--- src/rtl/iorg_pkg.sv ---
package iorg_pkg;

   typedef enum logic [1:0] {
      SEQ_IDLE  = 2'd0,
      SEQ_ISSUE = 2'd1,
      SEQ_WAIT  = 2'd2
   } seq_state_e;

   typedef struct packed {
      logic done;
      logic miss;
      logic replay;
   } rsp_flags_t;

endpackage

--- src/rtl/iorg_xlate_buf.sv ---
module iorg_xlate_buf #(
   parameter int ENTRIES = 8,
   parameter int VPN_W   = 23,
   parameter int PFN_W   = 21
) (
   input  logic             clk,
   input  logic             rst_n,
   input  logic             wr_en,
   input  logic [VPN_W-1:0] wr_vpn,
   input  logic [PFN_W-1:0] wr_pfn,
   input  logic             wr_valid,
   input  logic [VPN_W-1:0] lk_vpn,
   output logic             lk_hit,
   output logic [PFN_W-1:0] lk_pfn
);
   localparam int IDX_W = (ENTRIES > 1) ? $clog2(ENTRIES) : 1;
   localparam logic [IDX_W-1:0] LAST_IDX = IDX_W'(ENTRIES - 1);

   if (ENTRIES < 2) begin : g_bad_entries
      $error("iorg_xlate_buf: ENTRIES must be at least 2");
   end
   if (VPN_W < 1 || PFN_W < 1) begin : g_bad_widths
      $error("iorg_xlate_buf: page and frame widths must be positive");
   end

   logic [ENTRIES-1:0] vld_q;
   logic [ENTRIES-1:0] match;
   logic [VPN_W-1:0]   vpn_q [ENTRIES];
   logic [PFN_W-1:0]   pfn_q [ENTRIES];
   logic [IDX_W-1:0]   ptr_q;
   logic [IDX_W-1:0]   sel;

   for (genvar e = 0; e < ENTRIES; e++) begin : g_slot
      always_ff @(posedge clk) begin
         if (!rst_n) begin
            vld_q[e] <= 1'b0;
            vpn_q[e] <= '0;
            pfn_q[e] <= '0;
         end else if (wr_en && ptr_q == IDX_W'(e)) begin
            vld_q[e] <= wr_valid;
            vpn_q[e] <= wr_vpn;
            pfn_q[e] <= wr_pfn;
         end
      end
      assign match[e] = vld_q[e] && (vpn_q[e] == lk_vpn);
   end

   // lowest matching slot wins
   always_comb begin
      sel = '0;
      for (int k = ENTRIES - 1; k >= 0; k--) begin
         if (match[k]) sel = IDX_W'(k);
      end
   end

   assign lk_hit = |match;
   assign lk_pfn = pfn_q[sel];

   always_ff @(posedge clk) begin
      if (!rst_n) begin
         ptr_q <= '0;
      end else if (wr_en) begin
         ptr_q <= (ptr_q == LAST_IDX) ? '0 : ptr_q + 1'b1;
      end
   end

   p_sel_matches_r1: assert property (@(posedge clk) disable iff (!rst_n)
      lk_hit |-> match[sel]);

   p_ptr_in_range_r11: assert property (@(posedge clk) disable iff (!rst_n)
      ptr_q <= LAST_IDX);

   p_ptr_advance_r11: assert property (@(posedge clk) disable iff (!rst_n)
      !wr_en |=> $stable(ptr_q));

endmodule

--- src/rtl/iorg_seq.sv ---
module iorg_seq
   import iorg_pkg::*;
#(
   parameter int PA_W   = 30,
   parameter int DATA_W = 32
) (
   input  logic              clk,
   input  logic              rst_n,
   input  logic              req_valid,
   input  logic              req_nonspec,
   input  logic              older_pending,
   input  logic              flush,
   input  logic              lk_hit,
   input  logic [PA_W-1:0]   lk_paddr,
   output logic              req_ready,
   output logic              bus_valid,
   output logic [PA_W-1:0]   bus_paddr,
   output logic              bus_is_io,
   input  logic              bus_ready,
   input  logic              bus_rvalid,
   input  logic [DATA_W-1:0] bus_rdata,
   output logic              rsp_done,
   output logic [DATA_W-1:0] rsp_data,
   output logic              rsp_miss,
   output logic              rsp_replay,
   output logic              prefetch_stall
);
   localparam int IO_BIT = PA_W - 1;

   if (PA_W < 2) begin : g_bad_pa
      $error("iorg_seq: PA_W must be at least 2");
   end

   seq_state_e        st_q, st_d;
   logic              stall_q, stall_d;
   logic [PA_W-1:0]   pa_q;
   logic              io_q;
   rsp_flags_t        flg_q, flg_d;
   logic [DATA_W-1:0] data_q;

   logic accept, lk_io, drop, issue, rd_done;

   assign req_ready = (st_q == SEQ_IDLE) && !flush && (!stall_q || req_nonspec);
   assign accept    = req_valid && req_ready;
   assign lk_io     = lk_paddr[IO_BIT];
   assign drop      = accept && lk_hit && lk_io && !req_nonspec && older_pending;
   assign issue     = accept && lk_hit && !drop;
   assign rd_done   = (st_q == SEQ_WAIT) && bus_rvalid;

   always_comb begin
      st_d = st_q;
      unique case (st_q)
         SEQ_IDLE:  if (issue) st_d = SEQ_ISSUE;
         SEQ_ISSUE: if (bus_ready) st_d = SEQ_WAIT;
         SEQ_WAIT:  if (bus_rvalid) st_d = SEQ_IDLE;
         default:   st_d = SEQ_IDLE;
      endcase
   end

   always_comb begin
      if (flush)                stall_d = 1'b0;
      else if (drop)            stall_d = 1'b1;
      else if (rd_done && io_q) stall_d = 1'b0;
      else                      stall_d = stall_q;
   end

   always_comb begin
      flg_d.done   = rd_done;
      flg_d.miss   = accept && !lk_hit;
      flg_d.replay = drop;
   end

   always_ff @(posedge clk) begin
      if (!rst_n) begin
         st_q    <= SEQ_IDLE;
         stall_q <= 1'b0;
         pa_q    <= '0;
         io_q    <= 1'b0;
         flg_q   <= '0;
         data_q  <= '0;
      end else begin
         st_q    <= st_d;
         stall_q <= stall_d;
         flg_q   <= flg_d;
         if (issue) begin
            pa_q <= lk_paddr;
            io_q <= lk_io;
         end
         if (rd_done) data_q <= bus_rdata;
      end
   end

   assign bus_valid      = (st_q == SEQ_ISSUE);
   assign bus_paddr      = pa_q;
   assign bus_is_io      = io_q;
   assign rsp_done       = flg_q.done;
   assign rsp_miss       = flg_q.miss;
   assign rsp_replay     = flg_q.replay;
   assign rsp_data       = data_q;
   assign prefetch_stall = stall_q;

   p_busy_blocks_r3: assert property (@(posedge clk) disable iff (!rst_n)
      bus_valid |-> !req_ready);

   p_drop_no_bus_r4: assert property (@(posedge clk) disable iff (!rst_n)
      rsp_replay |-> (!bus_valid && prefetch_stall));

   p_freeze_holds_r5: assert property (@(posedge clk) disable iff (!rst_n)
      (prefetch_stall && !req_nonspec) |-> !req_ready);

   p_bus_hold_r6: assert property (@(posedge clk) disable iff (!rst_n)
      (bus_valid && !bus_ready) |=> (bus_valid && $stable(bus_paddr)));

   p_miss_quiet_r7: assert property (@(posedge clk) disable iff (!rst_n)
      rsp_miss |-> !bus_valid);

   p_single_rsp_r9: assert property (@(posedge clk) disable iff (!rst_n)
      $onehot0({rsp_done, rsp_miss, rsp_replay}));

   p_flush_clears_r10: assert property (@(posedge clk) disable iff (!rst_n)
      flush |=> (!prefetch_stall && !bus_valid || $past(st_q) != SEQ_IDLE));

endmodule

--- src/rtl/io_read_guard.sv ---
module io_read_guard #(
   parameter int VA_W      = 32,
   parameter int PA_W      = 30,
   parameter int PAGE_BITS = 9,
   parameter int ENTRIES   = 8,
   parameter int DATA_W    = 32
) (
   input  logic                      clk,
   input  logic                      rst_n,
   input  logic                      req_valid,
   output logic                      req_ready,
   input  logic [VA_W-1:0]           req_vaddr,
   input  logic                      req_nonspec,
   input  logic                      older_pending,
   input  logic                      flush,
   input  logic                      tlb_wr_en,
   input  logic [VA_W-PAGE_BITS-1:0] tlb_wr_vpn,
   input  logic [PA_W-PAGE_BITS-1:0] tlb_wr_pfn,
   input  logic                      tlb_wr_valid,
   output logic                      bus_valid,
   input  logic                      bus_ready,
   output logic [PA_W-1:0]           bus_paddr,
   output logic                      bus_is_io,
   input  logic                      bus_rvalid,
   input  logic [DATA_W-1:0]         bus_rdata,
   output logic                      rsp_done,
   output logic [DATA_W-1:0]         rsp_data,
   output logic                      rsp_miss,
   output logic                      rsp_replay,
   output logic                      prefetch_stall
);
   localparam int VPN_W = VA_W - PAGE_BITS;
   localparam int PFN_W = PA_W - PAGE_BITS;

   if (PAGE_BITS < 1 || VPN_W < 1 || PFN_W < 1) begin : g_bad_geometry
      $error("io_read_guard: page offset must be narrower than both addresses");
   end
   if (DATA_W < 1) begin : g_bad_data
      $error("io_read_guard: DATA_W must be positive");
   end

   logic             lk_hit;
   logic [PFN_W-1:0] lk_pfn;
   logic [PA_W-1:0]  lk_paddr;

   iorg_xlate_buf #(
      .ENTRIES (ENTRIES),
      .VPN_W   (VPN_W),
      .PFN_W   (PFN_W)
   ) u_xlate (
      .clk      (clk),
      .rst_n    (rst_n),
      .wr_en    (tlb_wr_en),
      .wr_vpn   (tlb_wr_vpn),
      .wr_pfn   (tlb_wr_pfn),
      .wr_valid (tlb_wr_valid),
      .lk_vpn   (req_vaddr[VA_W-1:PAGE_BITS]),
      .lk_hit   (lk_hit),
      .lk_pfn   (lk_pfn)
   );

   assign lk_paddr = {lk_pfn, req_vaddr[PAGE_BITS-1:0]};

   iorg_seq #(
      .PA_W   (PA_W),
      .DATA_W (DATA_W)
   ) u_seq (
      .clk            (clk),
      .rst_n          (rst_n),
      .req_valid      (req_valid),
      .req_nonspec    (req_nonspec),
      .older_pending  (older_pending),
      .flush          (flush),
      .lk_hit         (lk_hit),
      .lk_paddr       (lk_paddr),
      .req_ready      (req_ready),
      .bus_valid      (bus_valid),
      .bus_paddr      (bus_paddr),
      .bus_is_io      (bus_is_io),
      .bus_ready      (bus_ready),
      .bus_rvalid     (bus_rvalid),
      .bus_rdata      (bus_rdata),
      .rsp_done       (rsp_done),
      .rsp_data       (rsp_data),
      .rsp_miss       (rsp_miss),
      .rsp_replay     (rsp_replay),
      .prefetch_stall (prefetch_stall)
   );

   p_io_flag_r2: assert property (@(posedge clk) disable iff (!rst_n)
      bus_valid |-> (bus_is_io == bus_paddr[PA_W-1]));

   p_replay_needs_io_r4: assert property (@(posedge clk) disable iff (!rst_n)
      (req_valid && req_ready && lk_hit && !lk_paddr[PA_W-1]) |=> !rsp_replay);

endmodule

--- config.mk ---
export PLATFORM = sky130hd
export DESIGN_NAME = io_read_guard
export DESIGN_NICKNAME = d
export VERILOG_FILES = /design/src/rtl/iorg_pkg.sv /design/src/rtl/iorg_xlate_buf.sv /design/src/rtl/iorg_seq.sv /design/src/rtl/io_read_guard.sv
export SDC_FILE = /design/constraint.sdc
export NUM_CORES = 1
export LEC_CHECK = 0
export CAP_MARGIN = 0
export CORE_MARGIN = 4
export CORE_UTILIZATION = 50
export DETAILED_ROUTE_END_ITERATION = 10
export PLACE_DENSITY = 0.67
export SLEW_MARGIN = 25
export SYNTH_ARGS = -nofsm -noshare
export SYNTH_HDL_FRONTEND = slang
export SYNTH_HIERARCHICAL = 1
export SYNTH_SLANG_ARGS = --single-unit
--- constraint.sdc ---
create_clock -name clk -period 5.83 [get_ports clk]
set_input_delay 0.583 -clock clk [delete_from_list [all_inputs] [get_ports clk]]
set_output_delay 0.583 -clock clk [all_outputs]
set_load 0.02 [all_outputs]
# After elaboration in Yosys (flattened, before gate mapping)
# Memories as Yosys holds them, arrays and structs flattened.
# Index checks and enable logic that the tools add are counted.
# W data, S select, Z words.
[totals]
mem_count = 2
wordCells = 152
in_bits = 118
latch_bits = 0
mem_bits_rw = 352
ff_bits = 80
romBits = 0
[classes]
reduce_logical = 39
shift = 0
order_cmp = 0
n_bitwise = 17
n_mul = 0
div_mod_pow = 0
eq_ne = 20
mux = 56
addsub = 1
[memory_table]
columns = ["memory", "depth", "width", "rd", "rd_clocked_by_memory_dff", "wr", "line_no", "text"]
rows = [
  ["u_xlate.vpn_q", 8, 23, 8, 0, 8, "iorg_xlate_buf.sv:28", "logic [VPN_W-1:0] vpn_q [ENTRIES];"],
  ["u_xlate.pfn_q", 8, 21, 1, 0, 8, "iorg_xlate_buf.sv:29", "logic [PFN_W-1:0] pfn_q [ENTRIES];"],
]
[op_table]
columns = ["op", "n"]
rows = [
  ["$eq A23 B23 Y1", 8],
  ["$mux W23", 8],
  ["$mux W21", 8],
  ["$logic_and A1 B1 Y1", 27],
  ["$mux W1", 27],
  ["$mux W3", 9],
  ["$or A1 B1 Y1", 16],
  ["$eq A3 B3 Y1 const B", 4],
  ["$reduce_or A8 Y1", 1],
  ["$eq A3 B2 Y1 const B", 2],
  ["$mux W2", 3],
  ["$pmux W2 S3", 1],
  ["$logic_not A1 Y1", 5],
  ["$ne A2 B1 Y1 const B", 2],
  ["$add A3 B1 Y3 const B", 1],
  ["$eq A3 B1 Y1 const B", 1],
  ["$logic_not A3 Y1", 1],
  ["$reduce_and A3 Y1", 1],
  ["$eq A2 B1 Y1 const B", 1],
  ["$eq A2 B2 Y1 const B", 1],
  ["$logic_not A2 Y1", 1],
  ["$ne A2 B2 Y1 const B", 1],
  ["$reduce_bool A2 Y1", 1],
  ["$reduce_or A2 Y1", 1],
  ["other kinds (2)", 2],
]

# Longest topological paths before layout
# Gate-level depths: netlist of the first run.
# An unclocked memory read counts as a cell.
[depth]
word_depth = 18
depth_mapped = 15
ltp_nobuf = 12

# By module
# The synthesis of the first run kept the hierarchy.
[by_module_without_submodules]
columns = ["module", "n_inst", "area_per_inst_um2", "cells_per_inst"]
rows = [
  ["iorg_xlate_buf", 1, 17266.6, 1243],
  ["iorg_seq", 1, 2643.8, 298],
]

# Worst setup path after synthesis of the first run
# Ideal clock, no wire load.
[synth_path]
path_type = "input to register"
startpoint = "input req_vaddr[19]"
endpoint = "register u_seq.pa_q[10] (netlist: u_seq/bus_paddr[10])"
setup_ns = 0.072
path_slack_ns = 2.382
arrival_ns = 3.377
n_path_buf = 4
required_ns = 5.758
stages = 15
cell_sequence = "buf_4 -> xor2_1 -> nor4_2 -> nand4_1 -> a2111oi_2 -> o211ai_1 -> a31oi_1 -> buf_6 -> buf_4 -> mux2i_1 -> a221oi_1 -> and3b_1 -> nor4_4 -> buf_6 -> mux2i_1"
[synth_between]
elab_chain_len = 16
[synth_rtl]
columns = ["element", "line_no", "text"]
rows = [
  ["start: declaration", "io_read_guard.sv:12", "input logic [VA_W-1:0] req_vaddr,"],
  ["$eq A23 B23 Y1", "iorg_xlate_buf.sv:45", "assign match[e] = vld_q[e] && (vpn_q[e] == lk_vpn);"],
  ["$logic_and A1 B1 Y1", "iorg_xlate_buf.sv:45", ""],
  ["$mux W3 (7 in a row)", "iorg_xlate_buf.sv:52", "if (match[k]) sel = IDX_W'(k);"],
  ["$mux W3 (*)", "iorg_xlate_buf.sv:52", ""],
  ["$mem_v2 Z8 W21 (*)", "n/a", ""],
  ["named net lk_pfn[20]", "io_read_guard.sv:43", "logic [PFN_W-1:0] lk_pfn;"],
  ["$logic_and A1 B1 Y1 (*) (3 in a row)", "iorg_seq.sv:46", "assign drop = accept && lk_hit && lk_io && !req_nonspec && older_pending;"],
  ["$logic_not A1 Y1 (*)", "iorg_seq.sv:47", "assign issue = accept && lk_hit && !drop;"],
  ["$logic_and A1 B1 Y1 (*)", "iorg_seq.sv:47", ""],
  ["end signal: assignment", "iorg_seq.sv:86", "pa_q <= lk_paddr;"],
  ["end: declaration", "iorg_seq.sv:36", "logic [PA_W-1:0] pa_q;"],
]
# Mark *: on every way through the listed nets, which the timed path passes. The rest lies on a longest branch.
# A chain may end at the register's enable or synchronous reset.

# Final worst setup path of the first run
[layout_path]
startpoint = "input req_vaddr[25]"
endpoint = "register u_seq.pa_q[29] (netlist: u_seq/bus_paddr[29])"
[layout_between]
elab_chain_len = 16
[layout_rtl]
columns = ["element", "line_no"]
rows = [
  ["$eq A23 B23 Y1", "iorg_xlate_buf.sv:45"],
  ["$logic_and A1 B1 Y1", "iorg_xlate_buf.sv:45"],
  ["$mux W3 (7 in a row)", "iorg_xlate_buf.sv:52"],
  ["$mux W3 (*)", "iorg_xlate_buf.sv:52"],
  ["$mem_v2 Z8 W21 (*)", "n/a"],
  ["named net lk_pfn[20]", "io_read_guard.sv:43"],
  ["$logic_and A1 B1 Y1 (3 in a row)", "iorg_seq.sv:46"],
  ["$logic_not A1 Y1", "iorg_seq.sv:47"],
  ["$logic_and A1 B1 Y1", "iorg_seq.sv:47"],
]
# Marked as above.

==> results of run 1 <==
-- layout make-up --
type | instances | area share (%)
clock buffers | 71 | 5.831
clock inverters | 16 | 0.6813
well taps | 518 | 2.736
flip-flops and latches | 431 | 51.29
multi-input cells | 999 | 30.36
inverters | 5 | 0.07922
repair buffers | 218 | 9.016
-- cell families (layout without fill, tap and decap cells) --
kind of cell | count (synthesis) | after routing | share of synthesized area, %
buf+inv | 111 | 310 | 3.060
flops | 431 | 431 | 61.03
fa+ha+maj | 6 | 6 | 0.3770
mux | 114 | 114 | 5.731
xor+xnor | 185 | 185 | 8.138
simple gates | 602 | 602 | 17.20
compound gates | 92 | 92 | 4.462
-- worst max path at each step --
stage / slack [ns] / from / endpoint / depth (start not counted)
6_report: 1.19 / req_vaddr[25] / u_seq/bus_paddr[29]$_SDFFE_PN0P_ / 14
2_1_floorplan: 2.38 / req_vaddr[19] / u_seq/bus_paddr[10]$_SDFFE_PN0P_ / 15
5_1_grt: 1.02 / req_vaddr[25] / u_seq/bus_paddr[29]$_SDFFE_PN0P_ / 14
3_3_place_gp: 0.75 / req_vaddr[25] / u_seq/bus_paddr[29]$_SDFFE_PN0P_ / 14
4_1_cts: 1.21 / req_vaddr[25] / u_seq/bus_paddr[29]$_SDFFE_PN0P_ / 14
3_5_place_dp: 0.62 / req_vaddr[25] / u_seq/bus_paddr[29]$_SDFFE_PN0P_ / 14
-- power breakdown --
part	total [mW]	internal, mW	switching [mW]
Combinational	0.543	0.212	0.331
Sequential	3.52	3.47	0.0513
Clock	2.98	1.77	1.21
Total	7.04	5.45	1.59
-- flip-flops by register name, indices dropped and copies added, names as in the netlist --
signal,count
u_xlate/vpn_q,184
u_xlate/pfn_q,168
u_seq/rsp_data,32
u_seq/bus_paddr,30
u_xlate/vld_q,8
u_xlate/ptr_q,3
u_seq/st_q,2
u_seq/prefetch_stall,1
u_seq/rsp_done,1
u_seq/rsp_miss,1
u_seq/rsp_replay,1
-- per-layer routing --
| metal | vias up | global-route usage [%] |
|---|---|---|
| met5 | - | 0 |
| met4 | 0 | 8.162 |
| met3 | 93 | 3.113 |
| met2 | 428 | 41.56 |
| met1 | 6226 | 31.78 |
| li1 | 5697 | - |
-- worst min-delay path, delay by kind of cell --
kind / cells / cell delay (ns)
buf+inv: 1 / 0.19
simple gates: 2 / 0.18
-- cell usage in the layout (no fill, tap or decap), types with 3 or more instances in the layout --
cell / n
nand3_1: 3
a221oi_2: 20
nor3_1: 4
clkdlybuf4s50_1: 185
and3_1: 8
a22o_1: 21
clkinv_2: 6
mux2i_1: 114
nand2_1: 141
nor4_1: 27
or3_1: 5
clkinv_1: 4
dfxtp_1: 79
a21boi_0: 32
nor2_1: 4
clkbuf_8: 7
nor2b_1: 4
clkbuf_1: 13
nand2_2: 8
nand4_1: 28
and2_1: 355
xnor2_1: 82
inv_1: 5
edfxtp_1: 352
a32o_1: 6
xor2_1: 103
ha_1: 6
clkbuf_16: 49
bufinv_16: 3
buf_4: 29
-- per-stage QoR --
stage | setup WS [ns] | std cells
6_report | 1.194 | 2258
5_1_grt | 1.023 | 2258
4_1_cts | 1.210 | 2258
3_5_place_dp | 0.6180 | 2171
3_3_place_gp | 0.7519 | 2169
2_1_floorplan | 2.382 | 1541
==> run_results.csv, run 1 <==
group,metric,value,unit
power_and_ir_drop,power,7.041,mW
detailed_routing,dr_wl_met3,2716,um
sta,fin_crit_sh,79.53,%
sta,finalSetupTns,0,ns
clock_network,cts_resized,0,
clock_network,htree_levels,2,
run,max_cap_violations,0,
finish,final_nets,1826,
die,start_util,51.04,%
min_path,hold_path_depth,3,
setup_path,rr_startpoint,"u_xlate/vpn_q[1][16]$_SDFFCE_PN0P_",
detailed_routing,wl_per_cell,23.62,um
detailed_routing,drt_iter0_markers,1036,
power_and_ir_drop,power.leakage,8.479,nW
detailed_routing,wl_met2,26370,um
synthesis,synth_area,19910,um2
synthesis,synth_edf_count,352,
finish,multi_input_area,7193,um2
min_path,holdPathEnd,"u_xlate/vld_q[7]$_SDFFE_PN0P_",
power_and_ir_drop,peakVddDrop,0.0001984,V
synthesis,yosysMostFrequentCell,"and2_1",
finish,seq_area,12150,um2
synthesis,ys_ff_latch,431,
placed_design,place_area,22150,um2
sta,whs,0.4309,ns
placed_design,port_buffers,186,
finish,fin_area,23690,um2
global_route,grt_pass1_vias,12590,
detailed_routing,drt-pass1-iter-count,6,
sta,rsz0062_at_grt,"false",
detailed_routing,drt.antenna.violating_nets,0,
global_route,antenna_found_initial,0,
synthesis,synth_cell_type_count,52,
setup_path,cp_num_buf_inv,2,
setup_path,start_kind,"input pin",
detailed_routing,drc,0,
setup_path,crit_slowest_cell,"nor4_1",
min_path,hold_start,"rst_n",
status,status,"complete, no violations",
placed_design,dp_hpwl,33130,um
clock_network,root_buffer,"clkbuf_16",
sta,hold_viol_final,0,
die,die_area,43080,um2
setup_path,end_kind,"register",
finish,final_util,60.73,%
synthesis,synth_common_cells,"and2_1, edfxtp_1, nand2_1",
clock_network,path_clk_slew,0.06,ns
setup_path,r2r_cells,13,
finish,drive_gt1_share,8.161,%
die,core,39010,um2
setup_path,cp_top_family,"simple AND/OR/NAND/NOR gates",
global_route,grt.total_usage,24.13,%
detailed_routing,drt-total-wl,53330,um
synthesis,synth_cells,1541,
global_route,gr-total-overflow,0,
setup_path,crit_arrival,5.09,ns
global_route,grt_start_max_net_pins,102,
clock_network,post_cts_buffers,0,
sta,slew_violations,0,
sta,tightest_slew,0.9904,ns
setup_path,critPathRequiredTime,6.28,ns
clock_network,cts_tree,"done",
synthesis,syn_area_per_cell,12.92,um2
sta,slew_headroom,33.97,%
setup_path,r2r_slack,1.64,ns
clock_network,cts.sinks,431,
setup_path,worstPathCellList,"clkdlybuf4s50_1 > xor2_1 > nor4_1 > nand4_1 > or3_1 > o211ai_1 > a31oi_4 > mux2i_1 > a22o_1 > a221oi_1 > and3b_1 > nor4_4 > buf_12 > o221a_1",
global_route,grt_pass1_wl,79960,um
setup_path,critPathKind,"in -> reg",
finish,fillers,3061,
clock_network,clock_path_buffers,3,
sta,max_freq,215.7,MHz
setup_path,path_max_fanout,31,
synthesis,synth.top_cell.area_share,53.09,%
synthesis,yosys-top-cells-area,"edfxtp_1, and2_1, dfxtp_1, mux2i_1, xor2_1",
die,die_x,207.6,um
setup_path,slowest_delay,0.70,ns
setup_path,r2r_end,"u_seq/bus_paddr[29]$_SDFFE_PN0P_",
detailed_routing,wirelength_met1,22520,um
clock_network,clk_latency,0.57,ns
placed_design,place_congestion,0.9312,
synthesis,synth_top_area_cell,"edfxtp_1",
die,fp.dieH,207.6,um
detailed_routing,num_vias,12440,
power_and_ir_drop,powerDensity,297.2,nW/um2
finish,syn_to_final_growth,18.98,%
finish,diodes,0,
detailed_routing,routed.top_layer,"met4",
min_path,hp-class,"in -> reg",
die,io_pins,187,
detailed_routing,viasPerCell,5.511,
sta,fin_worst_skew,0.02494,ns
synthesis,ys_async_sr_fraction,0,%
synthesis,ys.flop_type,"edfxtp_1",
synthesis,synth_warnings,6,
clock_network,cts_hold_buf,0,
sta,layout_min_cycle_time,4.636,ns
sta,finalSetupViolCount,0,
clock_network,cts_made_buffers,47,
die,rows,72,
synthesis,synth_nets,1665,
synthesis,ys_seq_area_share,61.03,%
Note: power is estimated with default switching activity, not from simulation.
==> run 2, diff against run 1 <==
PLACE_DENSITY = 0.7   (was 0.67)
clock period = 3.95 ns   (was 5.83 ns; I/O delays follow)
==> run 2 against run 1 <==
Hold slack got worse by 0.058 ns. Die area did not move. Utilization rose by 1.8 points. Clock skew fell by 0.012 ns. Sequential share of layout area fell by 1.5 points. Critical path depth rose by 3. Design area rose by 2.9%. Routed wire length fell by 0.75%. Register-to-register slack got worse by 1.4 ns. Non-clock buffer count rose by 84. Final cell count rose by 3.6%. Clock power rose by 39%.
==> run_results.csv, run 2 (synthesis results as in run 1) <==
group,metric,value,unit
status,status,"complete, no violations",
setup_path,critPathKind,"in -> reg",
detailed_routing,drt-pass1-iter-count,5,
sta,finalSetupTns,0,ns
setup_path,r2r_cells,15,
die,start_util,51.04,%
detailed_routing,viasPerCell,5.432,
clock_network,root_buffer,"clkbuf_16",
setup_path,critPathRequiredTime,4.45,ns
detailed_routing,drt-total-wl,52930,um
finish,final_util,62.51,%
sta,fin_worst_skew,0.01339,ns
detailed_routing,drc,0,
setup_path,path_max_fanout,8,
die,die_x,207.6,um
power_and_ir_drop,powerDensity,418.3,nW/um2
sta,finalSetupViolCount,0,
die,die_area,43080,um2
sta,fin_crit_sh,94.97,%
placed_design,port_buffers,186,
sta,max_freq,266.6,MHz
die,fp.dieH,207.6,um
global_route,grt_start_max_net_pins,65,
sta,slew_violations,0,
global_route,grt_pass1_vias,12980,
placed_design,dp_hpwl,33470,um
power_and_ir_drop,power,10.20,mW
clock_network,cts_made_buffers,46,
detailed_routing,wl_per_cell,22.62,um
sta,layout_min_cycle_time,3.751,ns
min_path,hold_path_depth,3,
finish,diodes,0,
finish,final_cell_mix,"and2_1, edfxtp_1, clkdlybuf4s50_1",
die,io_pins,187,
global_route,grt_pass1_wl,79120,um
setup_path,start_kind,"input pin",
detailed_routing,drt.antenna.violating_nets,0,
die,rows,72,
finish,largest_register,"u_xlate/vpn_q",
run,max_cap_violations,0,
placed_design,place_congestion,0.9379,
finish,largest_reg_flops,184,
clock_network,cts_hold_buf,0,
finish,syn_to_final_growth,22.47,%
sta,setup_slack,0.1988,ns
clock_network,path_clk_slew,0.06,ns
finish,final_nets,1909,
clock_network,clk_latency,0.58,ns
detailed_routing,num_vias,12710,
clock_network,clock_path_buffers,3,
finish,drive_gt1_share,12.02,%
placed_design,pre_cts_ws,-0.6840,ns
die,core,39010,um2
global_route,grt.total_usage,23.94,%
clock_network,cts.sinks,431,
global_route,gr-total-overflow,0,
min_path,hp-class,"in -> reg",
detailed_routing,drt_iter0_markers,1037,
finish,layout_commonest_cell,"and2_1",
setup_path,crit_arrival,4.25,ns
global_route,antenna_found_initial,0,
sta,rsz0062_at_grt,"false",
sta,slew_headroom,45.44,%
power_and_ir_drop,power.leakage,8.887,nW
power_and_ir_drop,peakVddDrop,0.0003361,V
clock_network,cts_tree,"done",
sta,hold_viol_final,0,
sta,tightest_slew,0.8185,ns
setup_path,end_kind,"register",
clock_network,htree_levels,2,
run 2: cell types whose count changed in the layout (fill, tap and decap cells not counted), moves of 2 or more:
cell       change
clkinv_8       +2
clkinv_1       +5
clkbuf_2       -2
clkbuf_8       -4
clkinv_4       -2
buf_4         +72
buf_12        +12
clkbuf_16      -2
run 2: final timing paths:
kind                                                         start                               to  slack, ns
worst max-delay path                                 req_vaddr[14]  u_seq/bus_paddr[3]$_SDFFE_PN0P_       0.20
worst min-delay path                                  req_vaddr[6]  u_seq/bus_paddr[6]$_SDFFE_PN0P_       0.37
worst max register to register  u_xlate/vpn_q[1][18]$_SDFFCE_PN0P_  u_seq/bus_paddr[3]$_SDFFE_PN0P_       0.25
worst min register to register     u_seq/bus_paddr[6]$_SDFFE_PN0P_  u_seq/bus_paddr[6]$_SDFFE_PN0P_       0.45
run 2: final cells by class:
cell class              instances  area (um2)
flip-flops and latches        431       12150
clock buffers                  64        1270
repair buffers                302        2917
multi-input cells             999        7211
well taps                     518       648.1
inverters                       5       18.77
clock inverters                21       168.9
fillers                      3002       14620
run 2: where the power goes:
group          leakage [nW]  internal [mW]  switching, mW  total, mW
clock                 0.701           2.38           1.75       4.13
combinational          3.88          0.376          0.499      0.875
sequential             4.30           5.12         0.0729       5.19
total                  8.89           7.88           2.32       10.2
run 2: per-layer routing:
metal,track usage [%],share of wire [%]
met1,29.94,40
met2,41.90,50
met3,4.307,6.5
met4,8.618,3.3
met5,0,0
run 2: worst max-delay path, cell delays in order:
cell             delay, ns
clkdlybuf4s50_1       0.56
buf_4                 0.22
xor2_1                0.15
nor4_1                0.30
buf_4                 0.16
nand4_1               0.16
or3_1                 0.38
o211ai_1              0.20
a31oi_4               0.21
mux2i_1               0.20
a22o_1                0.20
a221oi_4              0.05
and3b_1               0.23
nor4_4                0.27
buf_4                 0.21
buf_12                0.14
mux2i_1               0.19
run 2: repair_timing:
item	4_1_cts	5_1_grt
gates resized for setup	0	3
buffers inserted	2	0
pin swaps	1	0
setup endpoints to repair	29	33
hold endpoints to repair	0	0
run 2: stage by stage:
stage          cell area, um2  hold slack [ns]  instances
6_report                24380           0.3727       2340
5_1_grt                 24380           0.3781       2340
4_1_cts                 24360           0.3505       2340
3_5_place_dp            22910           0.4482       2253
3_3_place_gp            22890           0.4420       2252
2_1_floorplan           19910           0.4344       1541
